### src/rtl/aio_pkg.sv
package aio_pkg;
    localparam int DW       = 8;
    localparam int NPORT    = 4;
    localparam int PIW      = $clog2(NPORT);
    localparam int DSP_AW   = 7;
    localparam int NSCR     = 2;

    localparam logic [3:0] OFF_CTRL  = 4'h1;
    localparam logic [3:0] OFF_DADDR = 4'h2;
    localparam logic [3:0] OFF_DDATA = 4'h3;
    localparam logic [3:0] OFF_SCR0  = 4'h8;
    localparam logic [3:0] OFF_SCR1  = 4'h9;

    localparam int CLR_LO_BIT = 4;
    localparam int CLR_HI_BIT = 5;
    localparam int ROM_EN_BIT = 7;

    typedef logic [DW-1:0] byte_t;
    typedef logic [NPORT-1:0][DW-1:0] port_arr_t;

    typedef struct packed {
        logic           sel_reg;
        logic [3:0]     off;
        logic           in_rom;
        logic           wr_ctrl;
        logic           wr_daddr;
        logic           wr_ddata;
        logic           wr_port;
        logic [PIW-1:0] port_idx;
        logic           wr_scr;
        logic           scr_idx;
    } dec_t;

    typedef struct packed {
        port_arr_t in_lat;
        port_arr_t out_lat;
    } mbx_t;

    typedef struct packed {
        logic                      rom_en;
        byte_t                     daddr;
        logic [NSCR-1:0][DW-1:0]   scr;
    } ctl_t;
endpackage

### src/rtl/aio_decode.sv
module aio_decode
    import aio_pkg::*;
#(
    parameter int ADDR_W    = 16,
    parameter int ROM_BYTES = 64
) (
    input  logic [ADDR_W-1:0] addr,
    input  logic              wr,
    output dec_t              dec
);
    localparam int ROM_BASE = (1 << ADDR_W) - ROM_BYTES;

    always_comb begin
        dec          = '0;
        dec.sel_reg  = (addr[ADDR_W-1:4] == {{(ADDR_W-8){1'b0}}, 4'hF});
        dec.off      = addr[3:0];
        dec.in_rom   = (addr >= ADDR_W'(ROM_BASE));
        dec.port_idx = addr[PIW-1:0];
        dec.scr_idx  = addr[0];
        if (wr && dec.sel_reg) begin
            dec.wr_ctrl  = (addr[3:0] == OFF_CTRL);
            dec.wr_daddr = (addr[3:0] == OFF_DADDR);
            dec.wr_ddata = (addr[3:0] == OFF_DDATA);
            dec.wr_port  = (addr[3:2] == 2'b01);
            dec.wr_scr   = (addr[3:1] == 3'b100);
        end
    end
endmodule

### src/rtl/aio_mailbox.sv
module aio_mailbox
    import aio_pkg::*;
(
    input  logic           clk,
    input  logic           rst_n,
    input  logic           host_we,
    input  logic [PIW-1:0] host_addr,
    input  byte_t          host_wdata,
    input  logic           clr_lo,
    input  logic           clr_hi,
    input  logic           cpu_port_we,
    input  logic [PIW-1:0] cpu_port_idx,
    input  byte_t          cpu_wdata,
    output port_arr_t      in_lat,
    output byte_t          host_rdata
);
    mbx_t mbx_d, mbx_q;

    always_comb begin
        mbx_d = mbx_q;
        if (host_we)
            mbx_d.in_lat[host_addr] = host_wdata;
        for (int i = 0; i < NPORT; i++) begin
            if ((i < NPORT/2) ? clr_lo : clr_hi)
                mbx_d.in_lat[i] = '0;
        end
        if (cpu_port_we)
            mbx_d.out_lat[cpu_port_idx] = cpu_wdata;
    end

    always_ff @(posedge clk or negedge rst_n) begin
        if (!rst_n) mbx_q <= '0;
        else        mbx_q <= mbx_d;
    end

    assign in_lat     = mbx_q.in_lat;
    assign host_rdata = mbx_q.out_lat[host_addr];

    for (genvar g = 0; g < NPORT; g++) begin : g_port_chk
        localparam bit LO = (g < NPORT/2);
        // a clear of the group wins over everything
        p_port_clear_r2: assert property (@(posedge clk) disable iff (!rst_n)
            (LO ? clr_lo : clr_hi) |=> (mbx_q.in_lat[g] == '0));
        // host write lands when not cleared
        p_host_write_r8: assert property (@(posedge clk) disable iff (!rst_n)
            (host_we && host_addr == PIW'(g) && !(LO ? clr_lo : clr_hi))
            |=> (mbx_q.in_lat[g] == $past(host_wdata)));
        // CPU port writes never touch the inbound side
        p_in_hold_r8: assert property (@(posedge clk) disable iff (!rst_n)
            (!host_we && !clr_lo && !clr_hi) |=> $stable(mbx_q.in_lat[g]));
    end
endmodule

### src/rtl/aio_boot_rom.sv
module aio_boot_rom
    import aio_pkg::*;
#(
    parameter int ROM_BYTES = 64,
    parameter int IDX_W     = $clog2(ROM_BYTES)
) (
    input  logic [IDX_W-1:0] idx,
    output byte_t            data
);
    function automatic byte_t rom_byte(input int unsigned i);
        int unsigned v;
        v = i * 29 + 75;
        return byte_t'(v);
    endfunction

    assign data = rom_byte(int'(idx));
endmodule

### src/rtl/audio_io_regs.sv
module audio_io_regs
    import aio_pkg::*;
#(
    parameter int ADDR_W    = 16,
    parameter int ROM_BYTES = 64
) (
    input  logic              clk,
    input  logic              rst_n,
    input  logic [ADDR_W-1:0] cpu_addr,
    input  logic              cpu_wr,
    input  logic [7:0]        cpu_wdata,
    output logic [7:0]        cpu_rdata,
    output logic              ram_we,
    output logic [ADDR_W-1:0] ram_addr,
    output logic [7:0]        ram_wdata,
    input  logic [7:0]        ram_rdata,
    output logic [6:0]        dsp_addr,
    output logic              dsp_we,
    output logic [7:0]        dsp_wdata,
    input  logic [7:0]        dsp_rdata,
    input  logic [1:0]        host_addr,
    input  logic              host_we,
    input  logic [7:0]        host_wdata,
    output logic [7:0]        host_rdata
);
    localparam int IDX_W = $clog2(ROM_BYTES);

    dec_t      dec;
    ctl_t      ctl_d, ctl_q;
    port_arr_t in_lat;
    byte_t     rom_data;
    logic      clr_lo, clr_hi;

    aio_decode #(.ADDR_W(ADDR_W), .ROM_BYTES(ROM_BYTES)) u_dec (
        .addr (cpu_addr),
        .wr   (cpu_wr),
        .dec  (dec)
    );

    assign clr_lo = dec.wr_ctrl && cpu_wdata[CLR_LO_BIT];
    assign clr_hi = dec.wr_ctrl && cpu_wdata[CLR_HI_BIT];

    aio_mailbox u_mbx (
        .clk          (clk),
        .rst_n        (rst_n),
        .host_we      (host_we),
        .host_addr    (host_addr),
        .host_wdata   (host_wdata),
        .clr_lo       (clr_lo),
        .clr_hi       (clr_hi),
        .cpu_port_we  (dec.wr_port),
        .cpu_port_idx (dec.port_idx),
        .cpu_wdata    (cpu_wdata),
        .in_lat       (in_lat),
        .host_rdata   (host_rdata)
    );

    aio_boot_rom #(.ROM_BYTES(ROM_BYTES), .IDX_W(IDX_W)) u_rom (
        .idx  (cpu_addr[IDX_W-1:0]),
        .data (rom_data)
    );

    // next-state for control, address window and scratch bytes
    always_comb begin
        ctl_d = ctl_q;
        if (dec.wr_ctrl)  ctl_d.rom_en = cpu_wdata[ROM_EN_BIT];
        if (dec.wr_daddr) ctl_d.daddr  = cpu_wdata;
        if (dec.wr_scr)   ctl_d.scr[dec.scr_idx] = cpu_wdata;
    end

    always_ff @(posedge clk or negedge rst_n) begin
        if (!rst_n) begin
            ctl_q        <= '0;
            ctl_q.rom_en <= 1'b1;
        end else begin
            ctl_q <= ctl_d;
        end
    end

    // RAM sees every write
    assign ram_we    = cpu_wr;
    assign ram_addr  = cpu_addr;
    assign ram_wdata = cpu_wdata;

    // sound-chip window
    assign dsp_addr  = ctl_q.daddr[DSP_AW-1:0];
    assign dsp_wdata = cpu_wdata;
    assign dsp_we    = dec.wr_ddata && !ctl_q.daddr[DW-1];

    // read mux
    always_comb begin
        cpu_rdata = ram_rdata;
        if (dec.sel_reg) begin
            cpu_rdata = '0;
            unique case (dec.off)
                OFF_DADDR:               cpu_rdata = ctl_q.daddr;
                OFF_DDATA:               cpu_rdata = dsp_rdata;
                4'h4, 4'h5, 4'h6, 4'h7:  cpu_rdata = in_lat[dec.off[PIW-1:0]];
                OFF_SCR0, OFF_SCR1:      cpu_rdata = ctl_q.scr[dec.off[0]];
                default:                 cpu_rdata = '0;
            endcase
        end else if (dec.in_rom && ctl_q.rom_en) begin
            cpu_rdata = rom_data;
        end
    end

    // mapped ROM area serves ROM bytes
    p_rom_serve_r3: assert property (@(posedge clk) disable iff (!rst_n)
        (dec.in_rom && ctl_q.rom_en) |-> (cpu_rdata == rom_data));
    // unmapped ROM area falls through to RAM
    p_rom_off_r3: assert property (@(posedge clk) disable iff (!rst_n)
        (dec.in_rom && !ctl_q.rom_en) |-> (cpu_rdata == ram_rdata));
    // control write sets the overlay from bit 7
    p_overlay_r3: assert property (@(posedge clk) disable iff (!rst_n)
        dec.wr_ctrl |=> (ctl_q.rom_en == $past(cpu_wdata[ROM_EN_BIT])));
    // address byte changes only on its own write
    p_daddr_hold_r4: assert property (@(posedge clk) disable iff (!rst_n)
        !dec.wr_daddr |=> $stable(ctl_q.daddr));
    // no sound-chip write with an out-of-range index
    p_dsp_drop_r6: assert property (@(posedge clk) disable iff (!rst_n)
        dsp_we |-> (cpu_wr && !ctl_q.daddr[DW-1]));
endmodule

### config.mk
export PLATFORM = sky130hd
export DESIGN_NAME = audio_io_regs
export DESIGN_NICKNAME = d
export VERILOG_FILES = /design/src/rtl/aio_pkg.sv /design/src/rtl/aio_decode.sv /design/src/rtl/aio_mailbox.sv /design/src/rtl/aio_boot_rom.sv /design/src/rtl/audio_io_regs.sv
export SDC_FILE = /design/constraint.sdc
export NUM_CORES = 1
export LEC_CHECK = 0
export BUFFER_PORTS_ARGS = -buffer_cell sky130_fd_sc_hd__buf_2
export CAP_MARGIN = 10
export CORE_MARGIN = 3
export CORE_UTILIZATION = 35
export DETAILED_ROUTE_END_ITERATION = 7
export PLACE_DENSITY = 0.62
export SLEW_MARGIN = 25
export SYNTH_ARGS = -nofsm -noshare
export SYNTH_HDL_FRONTEND = slang
export SYNTH_SLANG_ARGS = --single-unit
### constraint.sdc
create_clock -name clk -period 3.6 [get_ports clk]
set_clock_uncertainty 0.15 [all_clocks]
set_input_delay 0.36 -clock clk [delete_from_list [all_inputs] [get_ports clk]]
set_output_delay 0.36 -clock clk [all_outputs]
set_load 0.1 [all_outputs]
# After elaboration in Yosys (flattened, before gate mapping)
# Index checks and enable logic that the tools add are counted.
totals:
  output_inout_bits: 57
  wordCells: 71
  rom_bits: 0
  latchBits: 0
  mem_bits_rw: 0
  regBits: 89
  memories: 0
  in_bits: 54
op_classes:
  n_div: 0
  n_bitwise: 0
  n_mux: 25
  order_cmp: 7
  reduce_logical: 13
  n_eq_ne: 12
  n_mul: 1
  add_sub_neg: 1
  n_shift: 0
ops:
  columns: ["cell", "count"]
  rows:
  - ["2-to-1 mux 8 bit", 13]
  - ["bitwise mux 32 bit", 2]
  - ["binary-select mux 8 bit (select 2 bit)", 2]
  - ["demux 8 bit (select 2 bit)", 2]
  - ["2-to-1 mux 32 bit", 1]
  - ["one-hot mux 8 bit (4 select lines)", 1]
  - ["bitwise mux 16 bit", 1]
  - ["== test 4 x 3 -> 1 bit (second input constant)", 4]
  - [">= comparator 16 bit (second input constant)", 1]
  - ["== test 12 x 4 -> 1 bit (second input constant)", 1]
  - ["adder 8 x 7 -> 8 bit (second input constant)", 1]
  - ["demux 8 bit (select 1 bit)", 1]
  - ["== test 4 x 2 -> 1 bit (second input constant)", 2]
  - ["== test 4 bit (second input constant)", 2]
  - ["logical AND 1 bit", 8]
  - ["multiplier 6 x 5 -> 8 bit (second input constant)", 1]
  - ["less-than comparator 2 x 3 -> 1 bit (second input constant)", 2]
  - ["== test 4 x 1 -> 1 bit (second input constant)", 1]
  - [">= comparator 2 x 1 -> 1 bit (second input constant)", 2]
  - ["2-to-1 mux 4 bit", 1]
  - ["nonzero test 2 bit", 2]
  - ["OR reduction 4 bit", 1]
  - ["== test 3 bit (second input constant)", 1]
  - ["== test 2 x 1 -> 1 bit (second input constant)", 1]
  - ["other kinds (5)", 5]

# Logic depth before layout (Yosys ltp)
# Gate-level depths: netlist of run 1.
logic_depth:
  ltp_word: 7
  depth_mapped: 12

# Cells and area by module
# Synthesis of run 1 repeated with hierarchy kept, for this count alone.
unflattened:
  hier_cells: 493
  area_unflattened_um2: 5855.6
modules_own_cells:
  columns: ["module", "cells_each", "area_each_um2", "seq_area_each_um2", "instances"]
  rows:
  - ["aio_mailbox", 236, 3146.8, 1601.5, 1]
  - ["audio_io_regs", 177, 1971.9, 626.9, 1]
  - ["aio_boot_rom", 54, 526.8, 0.0, 1]
  - ["aio_decode", 26, 210.2, 0.0, 1]

# Worst setup path before layout of run 1
# OpenSTA, ideal clock, no wires.
synth_timing:
  kind: "input-to-output"
  from: "in cpu_addr[0]"
  to: "out cpu_rdata[6]"
  slack_ns: -1.340
  stages: 11
  arrival_time_ns: 4.430
  path_buffers: 0
  cell_sequence: "fa_1 inv_1 fa_1 inv_1 fa_1 ha_1 nor2b_1 o21a_1 o21a_1 o31a_1 a21oi_1"
synth_via:
  elab_chain_len: 4
  word_cells_on_any_way: 21
  cone_classes: "1 x add/sub; 1 x mul; 1 x order compare; 8 x eq/ne; 7 x mux; 3 x reduce/logical"
synth_lines:
  columns: ["item", "line", "source"]
  rows:
  - ["start, declared", "audio_io_regs.sv:9", "input logic [ADDR_W-1:0] cpu_addr,"]
  - ["multiplier 6 x 5 -> 8 bit, or another cell as far along", "aio_boot_rom.sv:12", "v = i * 29 + 75;"]
  - ["adder 8 x 7 -> 8 bit, or another cell as far along", "aio_boot_rom.sv:12", null]
  - ["2-to-1 mux 8 bit / one-hot mux 8 bit (4 select lines) (equally long branches)", "audio_io_regs.sv:102, audio_io_regs.sv:95", null]
  - ["2-to-1 mux 8 bit *", "audio_io_regs.sv:93", "if (dec.sel_reg) begin"]
  - ["end, declared", "audio_io_regs.sv:12", "output logic [7:0] cpu_rdata,"]
# Mark *: on every way between the ends. The rest lies on a longest branch, timed or not. The select of a mux whose other input is x is not followed.

# Final worst setup path of run 1
# Ends and elaborated chain as after synthesis.

==> results.ini, run 1 <==
[outcome]
status = complete, but fails checks
violations = setup timing

[worst_setup_path]
critPathKind = primary input to primary output
path_cells = buf_6 -> fa_1 -> inv_1 -> fa_1 -> inv_1 -> fa_1 -> ha_4 -> nor2b_4 -> o21a_1 -> o21a_1 -> o31a_1 -> a21oi_4 -> buf_12
cp_max_fo = 3
slowest_stage = fa_1
cpMostUsedCell = fa_1
slowest_delay_ns = 0.57
cp-end-kind = primary output
cp.arrival_ns = 3.50
reg2regPathDepth = 1
required_ns = 3.09
cp-start-kind = primary input

[synth]
syn_area_um2 = 5460
ys_seq_area_share_pct = 40.8
synth_top_area_share_pct = 40.3
yosysUniqueCellTypes = 47
synth_edf_count = 0
ys.flop_type = dfrtp_1
yosysMostFrequentCell = dfrtp_1
syn_inst = 428
synth.area.top_cells = dfrtp_1 40%, mux2_4 8.8%, mux2_2 6.6%, mux4_2 6.6%, mux2i_1 5.9%
synthesis.nets = 510
async_flop_share_pct = 100
synth_largest_area_cell = dfrtp_1
synth_area_per_cell_um2 = 12.8
ys_seq_elements = 89
synth_common_cells = 88 x dfrtp_1, 42 x buf_4, 38 x nor2_1
yosysWarnings = 0

[sta]
setup_slack_ns = -0.406
setup-violations-final = 4
fin_crit_sh_pct = 111
period_needed_ns = 4.01
tightest_slew_ns = 0.812
max_freq_ghz = 0.250
slew_headroom_pct = 45.9
slew_violations = 0
setup-tns-final_ns = -1.17
grt_setup_unrepaired = yes
hold_violations = 0

[clock_network]
tritoncts = built
clk_path_buf_depth = 2
cts_root_buffer = clkbuf_16
cts_sinks = 89
cts-htree-levels = 3
cts-buffers-inserted = 9
clk_latency_ns = 0.34
clkSlewWorstSetupHoldPaths_ns = 0.06

[pwr]
powerDensity_nw_per_um2 = 437
leakage_uw = 0.00338
vdd_drop_max_uv = 249
power_uw = 2870

[die]
initial_core_util_pct = 35.8
rows = 45
dieArea_um2 = 17100
die_height_um = 131
die_w_um = 131
design.core.area_um2 = 15300
io_pins = 111

[global_route]
antenna_found_initial = 0
grt_pass1_vias = 3812
grt_max_degree = 90
grt.total_usage_pct = 16.0
gr-total-overflow = 0
grt_pass1_wl_mm = 20.8

[hold_path]
hold_path.class = primary input to flop
min_path_cells = 3

[routing]
wl_mm = 13.4
first_pass_iters = 4
vias = 3674
drt_iter0_drc = 178
post_drt_wl_per_cell_um = 18.3
vias_per_cell = 5.01
ant_nets = 0
drc = 0

[place]
dpl.hpwl_mm = 9.86
dpl-instance-area_um2 = 6150
post-place-ws_ns = -0.459
numPortBuffers = 110
gp_congestion = 0.839
dp_cells = 711

[cells_and_area]
drive_above_1_share_pct = 49.6
nets = 599
area_growth_syn_to_layout_pct = 20.5
fin_cells = 733
final_area_um2 = 6580
antenna_cells = 0

[job]
drv_cap = 0

==> stage by stage <==
| stage | hold slack (ns) | util (%) |
|---|---|---|
| floorplan | -0.0856 | - |
| global placement | 0.334 | 40.3 |
| detailed placement | 0.340 | 40.3 |
| CTS | 0.156 | 43.0 |
| global route | 0.167 | 43.1 |
| finish | 0.168 | 43.1 |
==> power by group <==
group / switching (uW) / internal (uW) / leakage, uW
logic: 457 / 279 / 0.00205
registers: 35.8 / 1070 / 0.00117
clock network: 390 / 643 / 0.000162
total: 882 / 1990 / 0.00338
==> sequential cells by signal (all words and copies together), names as in the netlist <==
register and cells:
u_mbx.in_lat 32, dsp_addr 7, u_mbx.mbx_q 32, ctl_q 18
==> layer usage <==
layer  up-vias  part of all wire (%)  global-route usage (%)
met5         -                     0                       0
met4         0                   2.5                    6.23
met3        22                   4.0                    3.66
met2        98                    50                    26.1
met1      1874                    44                    20.7
li1       1680                     -                       -
==> final timing paths <==
path                                from               end  slack [ns]
max                          cpu_addr[0]      cpu_rdata[6]       -0.41
min                        host_wdata[5]  u_mbx.in_lat[13]        0.17
max reg2reg                  dsp_addr[2]       dsp_addr[2]        2.64
min reg2reg                     ctl_q[4]          ctl_q[4]        0.36
max in group asynchronous          rst_n   u_mbx.in_lat[1]        2.25
min in group asynchronous          rst_n    u_mbx.mbx_q[0]        0.49
==> critical path: cells and delay by family <==
| family | cells | cell delay, ns |
|---|---|---|
| buf+inv | 4 | 0.40 |
| compound gates | 4 | 0.80 |
| fa+ha+maj | 4 | 1.80 |
| simple gates | 1 | 0.13 |
==> layout make-up <==
class	instances	area, um2
fill	1386	8680
multi-input combinational	262	2850
sequential	89	2230
timing repair buffer	136	843
tap	211	264
clock buffer	11	253
clock inverter	5	77.6
inverter	19	71.3
==> timing repair <==
| item | 4_1_cts | 5_1_grt |
|---|---|---|
| endpoints found under the setup margin | 4 | 6 |
| pin swaps | 5 | 5 |
| resized for setup | 10 | 3 |
| cloned | 0 | 0 |
| hold buffers | 1 | 0 |
| buffers inserted | 3 | 3 |
| hold endpoints to repair | 88 | 0 |
==> layout by cell type, fill, tap and decap left out, types with 4 or more instances in the layout <==
cell type,instances
a22o_1,8
ha_1,20
buf_6,4
buf_4,23
dfrtp_1,88
nor2_1,38
mux2_4,32
nand3_1,4
a21oi_1,5
nand2_8,4
fa_1,7
nor2_2,4
buf_2,103
a222oi_1,8
buf_12,5
clkbuf_16,9
mux2i_1,32
inv_1,18
xnor2_1,4
mux2_2,32
mux4_2,16
==> kinds of logic (layout without fill, tap and decap cells) <==
family,count (synthesis),count (layout),synth area share (%)
muxes,112,112,27.8
DFF,89,89,40.8
buffers and inverters,77,171,8.84
and+or+nand+nor,73,73,8.31
AOI/OAI and AO/OA,45,45,6.21
adders and majority gates,28,28,7.37
xor gates and xnor gates,4,4,0.641
Note: power is estimated with default switching activity, not from simulation.
==> run 2: changes to the inputs <==
--- a/config.mk
+++ b/config.mk
@@ -6,11 +6,11 @@
 export NUM_CORES = 1
 export LEC_CHECK = 0
 export BUFFER_PORTS_ARGS = -buffer_cell sky130_fd_sc_hd__buf_2
-export CAP_MARGIN = 10
 export CORE_MARGIN = 3
 export CORE_UTILIZATION = 35
 export DETAILED_ROUTE_END_ITERATION = 7
 export PLACE_DENSITY = 0.62
+export REMOVE_ABC_BUFFERS = 1
 export SLEW_MARGIN = 25
 export SYNTH_ARGS = -nofsm -noshare
 export SYNTH_HDL_FRONTEND = slang
==> run 2 against run 1 <==
  * The flow still finishes with violations (setup timing)
  * Sequential power is essentially flat
  * Flip-flop and latch count unchanged
  * Total power decreased by 0.66%
  * Register-to-register slack improved by 0.03 ns
  * First-iteration DRC count decreased by 14%
  * Critical endpoint unchanged
  * Largest cell class unchanged
  * Largest power group unchanged
==> results.ini, run 2 (synthesized netlist as in run 1, its figures left out) <==
[sta]
grt_setup_unrepaired = yes
setup_slack_ns = -0.411
setup-tns-final_ns = -1.11
slew_headroom_pct = 46.1
fin_crit_sh_pct = 111
setup-violations-final = 4
slew_violations = 0
max_freq_ghz = 0.249
period_needed_ns = 4.01
hold_ws_ns = 0.165
tightest_slew_ns = 0.809
hold_violations = 0

[clock_network]
cts_root_buffer = clkbuf_16
clk_path_buf_depth = 2
cts_sinks = 89
cts-buffers-inserted = 9
clk_latency_ns = 0.34
clkSlewWorstSetupHoldPaths_ns = 0.06
cts-htree-levels = 3
tritoncts = built

[cells_and_area]
fin_cells = 729
nets = 594
seqCellArea_um2 = 2230
fill_cells = 1422
layout_common_cells = 102 x buf_2, 88 x dfrtp_1, 38 x nor2_1
fin_util_pct = 42.9
area_growth_syn_to_layout_pct = 19.9
drive_above_1_share_pct = 48.5
layout_commonest_cell = buf_2
multi_input_area_um2 = 2820

[worst_setup_path]
r2r_slack_ns = 2.67
critPathKind = primary input to primary output
cp.arrival_ns = 3.50
rr_startpoint = dsp_addr[2]
r2r_end = dsp_addr[2]
cp-end-kind = primary output
required_ns = 3.09
cp-start-kind = primary input
reg2regPathDepth = 1
cp_max_fo = 2

[global_route]
grt_pass1_wl_mm = 21.3
grt_pass1_vias = 3889
gr-total-overflow = 0
antenna_found_initial = 1
grt_max_degree = 90
grt.total_usage_pct = 16.3

[routing]
drt_iter0_drc = 153
post_drt_wl_per_cell_um = 18.7
drc = 0
vias = 3697
first_pass_iters = 6
vias_per_cell = 5.07
wl_mm = 13.6
ant_nets = 0

[hold_path]
hold_path_end = u_mbx.in_lat[14]
hold_path.class = primary input to flop
hold_start = host_wdata[6]
min_path_cells = 3

[place]
post-place-ws_ns = -0.632
numPortBuffers = 110
dp_cells = 708
gp_congestion = 0.818
dpl.hpwl_mm = 9.86

[pwr]
leakage_uw = 0.00335
vdd_drop_max_uv = 237
powerDensity_nw_per_um2 = 436

[die]
die_height_um = 131
dieArea_um2 = 17100
design.core.area_um2 = 15300
io_pins = 111
die_w_um = 131
rows = 45
initial_core_util_pct = 35.8

[job]
drv_cap = 0

[outcome]
violations = setup timing
status = complete, but fails checks

run 2: cell types whose count changed in the layout (fill, tap and decap cells not counted), moves of 2 or more:
cell,delta
buf_4,-5
a21oi_1,+2
buf_12,+2
buf_6,-2
clkinv_2,-2
o21ai_1,-2
run 2: worst max path at each step:
| stage | start | end | slack [ns] | depth (start not counted) |
|---|---|---|---|---|
| floorplan | cpu_addr[0] | cpu_rdata[6] | -1.34 | 11 |
| global placement | cpu_addr[0] | cpu_rdata[6] | -0.54 | 14 |
| detailed placement | cpu_addr[0] | cpu_rdata[6] | -0.63 | 14 |
| CTS | cpu_addr[2] | cpu_rdata[6] | -0.42 | 14 |
| global route | cpu_addr[2] | cpu_rdata[6] | -0.49 | 14 |
| finish | cpu_addr[2] | cpu_rdata[6] | -0.41 | 14 |
run 2: timing repair:
action,in CTS,in global routing
hold buffers,1,0
pin swaps,10,1
setup buffers,4,0
setup endpoints to repair,5,5
endpoints found under the hold margin,88,0
resized for setup,21,5
run 2: where the power goes:
group | internal, uW | leakage (uW) | switching, uW
sequential | 1070 | 0.00117 | 37.6
clock | 646 | 0.000155 | 381
combinational | 266 | 0.00202 | 455
run 2: worst max-delay path, stage by stage:
cell and delay (ns):
buf_8 0.10, fa_1 0.56, inv_2 0.04, fa_1 0.48, inv_1 0.05, fa_1 0.52
ha_4 0.21, nor2b_4 0.12, o21a_1 0.19, o21a_1 0.17, o31a_1 0.26, a21oi_1 0.12
buf_4 0.15, buf_12 0.16
run 2: layer usage:
layer  track usage [%]  wire [um]  up-vias
met1              20.6       5800     1904
li1                  -          -     1679
met3              4.39        621       20
met4              4.23        272        0
met5                 0          0        -
met2              27.5       6910       94
run 2: final cells by class:
cell class | instances | share of cell area [%]
antenna | 1 | 0.0382
clock buffer | 12 | 3.91
clock inverter | 4 | 1.15
inverter | 19 | 1.09
multi-input combinational | 262 | 43.1
sequential | 89 | 34.0
tap | 211 | 4.03
timing repair buffer | 131 | 12.7
run 2: per-stage QoR:
stage	cell area, um2	total power [uW]
floorplan	5050	1410
global placement	6070	1750
detailed placement	6080	1780
CTS	6530	2850
global route	6550	2980
finish	6550	2850
==> run 3: changes to the inputs <==
--- a/config.mk
+++ b/config.mk
@@ -9,7 +9,7 @@
 export CORE_MARGIN = 3
 export CORE_UTILIZATION = 35
 export DETAILED_ROUTE_END_ITERATION = 7
-export PLACE_DENSITY = 0.62
+export PLACE_DENSITY = 0.6
 export REMOVE_ABC_BUFFERS = 1
 export SLEW_MARGIN = 25
 export SYNTH_ARGS = -nofsm -noshare
==> constraint.sdc (replaced) <==
create_clock -name clk -period 5.1 [get_ports clk]
set_clock_uncertainty 0.15 [all_clocks]
set_input_delay 0.51 -clock clk [delete_from_list [all_inputs] [get_ports clk]]
set_output_delay 0.51 -clock clk [all_outputs]
set_load 0.1 [all_outputs]
==> run 3 against run 2 <==
  * The flow now finishes without violations
  * Global-route usage decreased by 0.59 points
  * Clock power decreased by 35%
  * Via count decreased by 5.0%
  * Critical endpoint unchanged
  * Combinational power is 38% lower
  * Critical path depth decreased by 1
  * Worst hold slack got worse by 0.087 ns
  * Largest cell class unchanged
  * Flip-flop and latch count unchanged
  * Routed wire length is 3.7% lower
==> results.ini, run 3 (synthesized netlist as in run 1, its figures left out) <==
[outcome]
status = finished, final reports clean

[clock_network]
cts_setup_buffers = 0
cts-htree-levels = 3
clk_path_buf_depth = 2
cts_root_buffer = clkbuf_16
tritoncts = built
ctsHoldBuffers = 0
cts_sinks = 89
cts_resized = 0
clkSlewWorstSetupHoldPaths_ns = 0.06
cts-buffers-inserted = 9
clk_latency_ns = 0.33

[place]
dpl.hpwl_mm = 9.47
dp_cells = 694
gp_congestion = 0.817
post-place-ws_ns = 0.478
numPortBuffers = 110

[sta]
max_freq_ghz = 0.215
tightest_slew_ns = 0.821
slew_headroom_pct = 45.3
setup-tns-final_ns = 0
setup_slack_ns = 0.459
hold_ws_ns = 0.0781
grt_setup_unrepaired = no
fin_crit_sh_pct = 91.0
hold_violations = 0
slew_violations = 0
setup-violations-final = 0
period_needed_ns = 4.64

[worst_setup_path]
r2r_slack_ns = 4.14
cp-start-kind = primary input
cp_max_fo = 23
slowest_delay_ns = 0.58
critPathKind = primary input to primary output
slowest_stage = fa_1
required_ns = 4.44
path_cells = buf_2 -> buf_4 -> inv_1 -> fa_1 -> inv_1 -> fa_1 -> ha_1 -> nor2b_1 -> o21a_1 -> o21a_1 -> o31a_1 -> a21oi_1 -> buf_12
cp-end-kind = primary output
cp.arrival_ns = 3.98

[global_route]
grt_pass1_vias = 3612
grt_max_degree = 90
gr-total-overflow = 0
antenna_found_initial = 0
grt_pass1_wl_mm = 20.5
grt.total_usage_pct = 15.7

[die]
initial_core_util_pct = 35.8
io_pins = 111
rows = 45
die_w_um = 131
die_height_um = 131
design.core.area_um2 = 15300
dieArea_um2 = 17100

[pwr]
p_int_uw = 1320
pwr-share-seq_pct = 41.1
p_sw_uw = 577
p_clk_share_pct = 35.4
powerDensity_nw_per_um2 = 305
vdd_drop_max_uv = 202
power.share.switching_pct = 30.4
leakage_uw = 0.00321
p_comb_share_pct = 23.5

[routing]
vias_per_cell = 4.95
ant_nets = 0
first_pass_iters = 4
drc = 0
drt_iter0_drc = 194
post_drt_wl_per_cell_um = 18.5
wl_mm = 13.1
vias = 3513

[job]
drv_cap = 0

[cells_and_area]
drive_above_1_share_pct = 44.3
antenna_cells = 0
fin_util_pct = 40.8
layout_common_cells = 108 x buf_2, 88 x dfrtp_1, 38 x nor2_1
nets = 576
fin_cells = 710
layout_commonest_cell = buf_2
area_growth_syn_to_layout_pct = 13.8

[hold_path]
hold_path.class = primary input to async pin

## run 3: changes by cell type in the layout (fill, tap and decap cells not counted), moves of 2 or more
cell,delta
a211oi_1,+2
a211oi_2,-2
buf_12,-6
buf_2,+6
buf_4,-15
clkinvlp_4,-2
ha_1,+2
ha_4,-2
o21ai_0,+2
o21ai_2,-2
## run 3: final timing paths
kind                          startpoint               end  cells past startpoint
hold reg to reg                 ctl_q[4]          ctl_q[4]                      1
max in group asynchronous          rst_n  u_mbx.in_lat[31]                      1
hold / removal                     rst_n    u_mbx.mbx_q[3]                      1
setup / recovery             cpu_addr[0]      cpu_rdata[6]                     13
setup reg to reg             dsp_addr[2]       dsp_addr[2]                      1
min in group clk           host_wdata[5]  u_mbx.in_lat[13]                      3
## run 3: layer usage
layer	part of all wire, %	vias up	wire (um)	GRT usage [%]
li1	-	1642	-	-
met1	45	1761	5860	21.4
met2	49	98	6410	25.3
met3	5.0	12	655	3.66
met5	0	-	0	0
met4	1.4	0	184	3.69
## run 3: worst max-delay path: cells and delay by family
kind / cells / cell delay (ns)
buffers and inverters: 5 / 0.99
adders and majority gates: 3 / 1.40
and+or+nand+nor: 1 / 0.16
AOI/OAI and AO/OA: 4 / 0.91
## run 3: power by group through the flow
| stage | combinational (uW) | clock, uW | sequential (uW) |
|---|---|---|---|
| floorplan | 211 | 0 | 784 |
| global placement | 435 | 0 | 789 |
| detailed placement | 445 | 0 | 792 |
| CTS | 449 | 695 | 779 |
| global route | 482 | 732 | 785 |
| finish | 446 | 672 | 780 |
## run 3: final cells by class
type	instances	area (um2)
Clock buffer	14	274
Clock inverter	2	35.0
Inverter	19	71.3
Timing Repair Buffer	113	594
Fill cell	1424	9040
Multi-Input combinational cell	262	2750
Sequential cell	89	2230
Tap cell	211	264
## run 3: through the flow
step	instance area (um2)	power [uW]
6_report	6220	1900
5_1_grt	6220	2000
4_1_cts	6220	1920
3_5_place_dp	5910	1240
3_3_place_gp	5910	1220
2_1_floorplan	5050	995
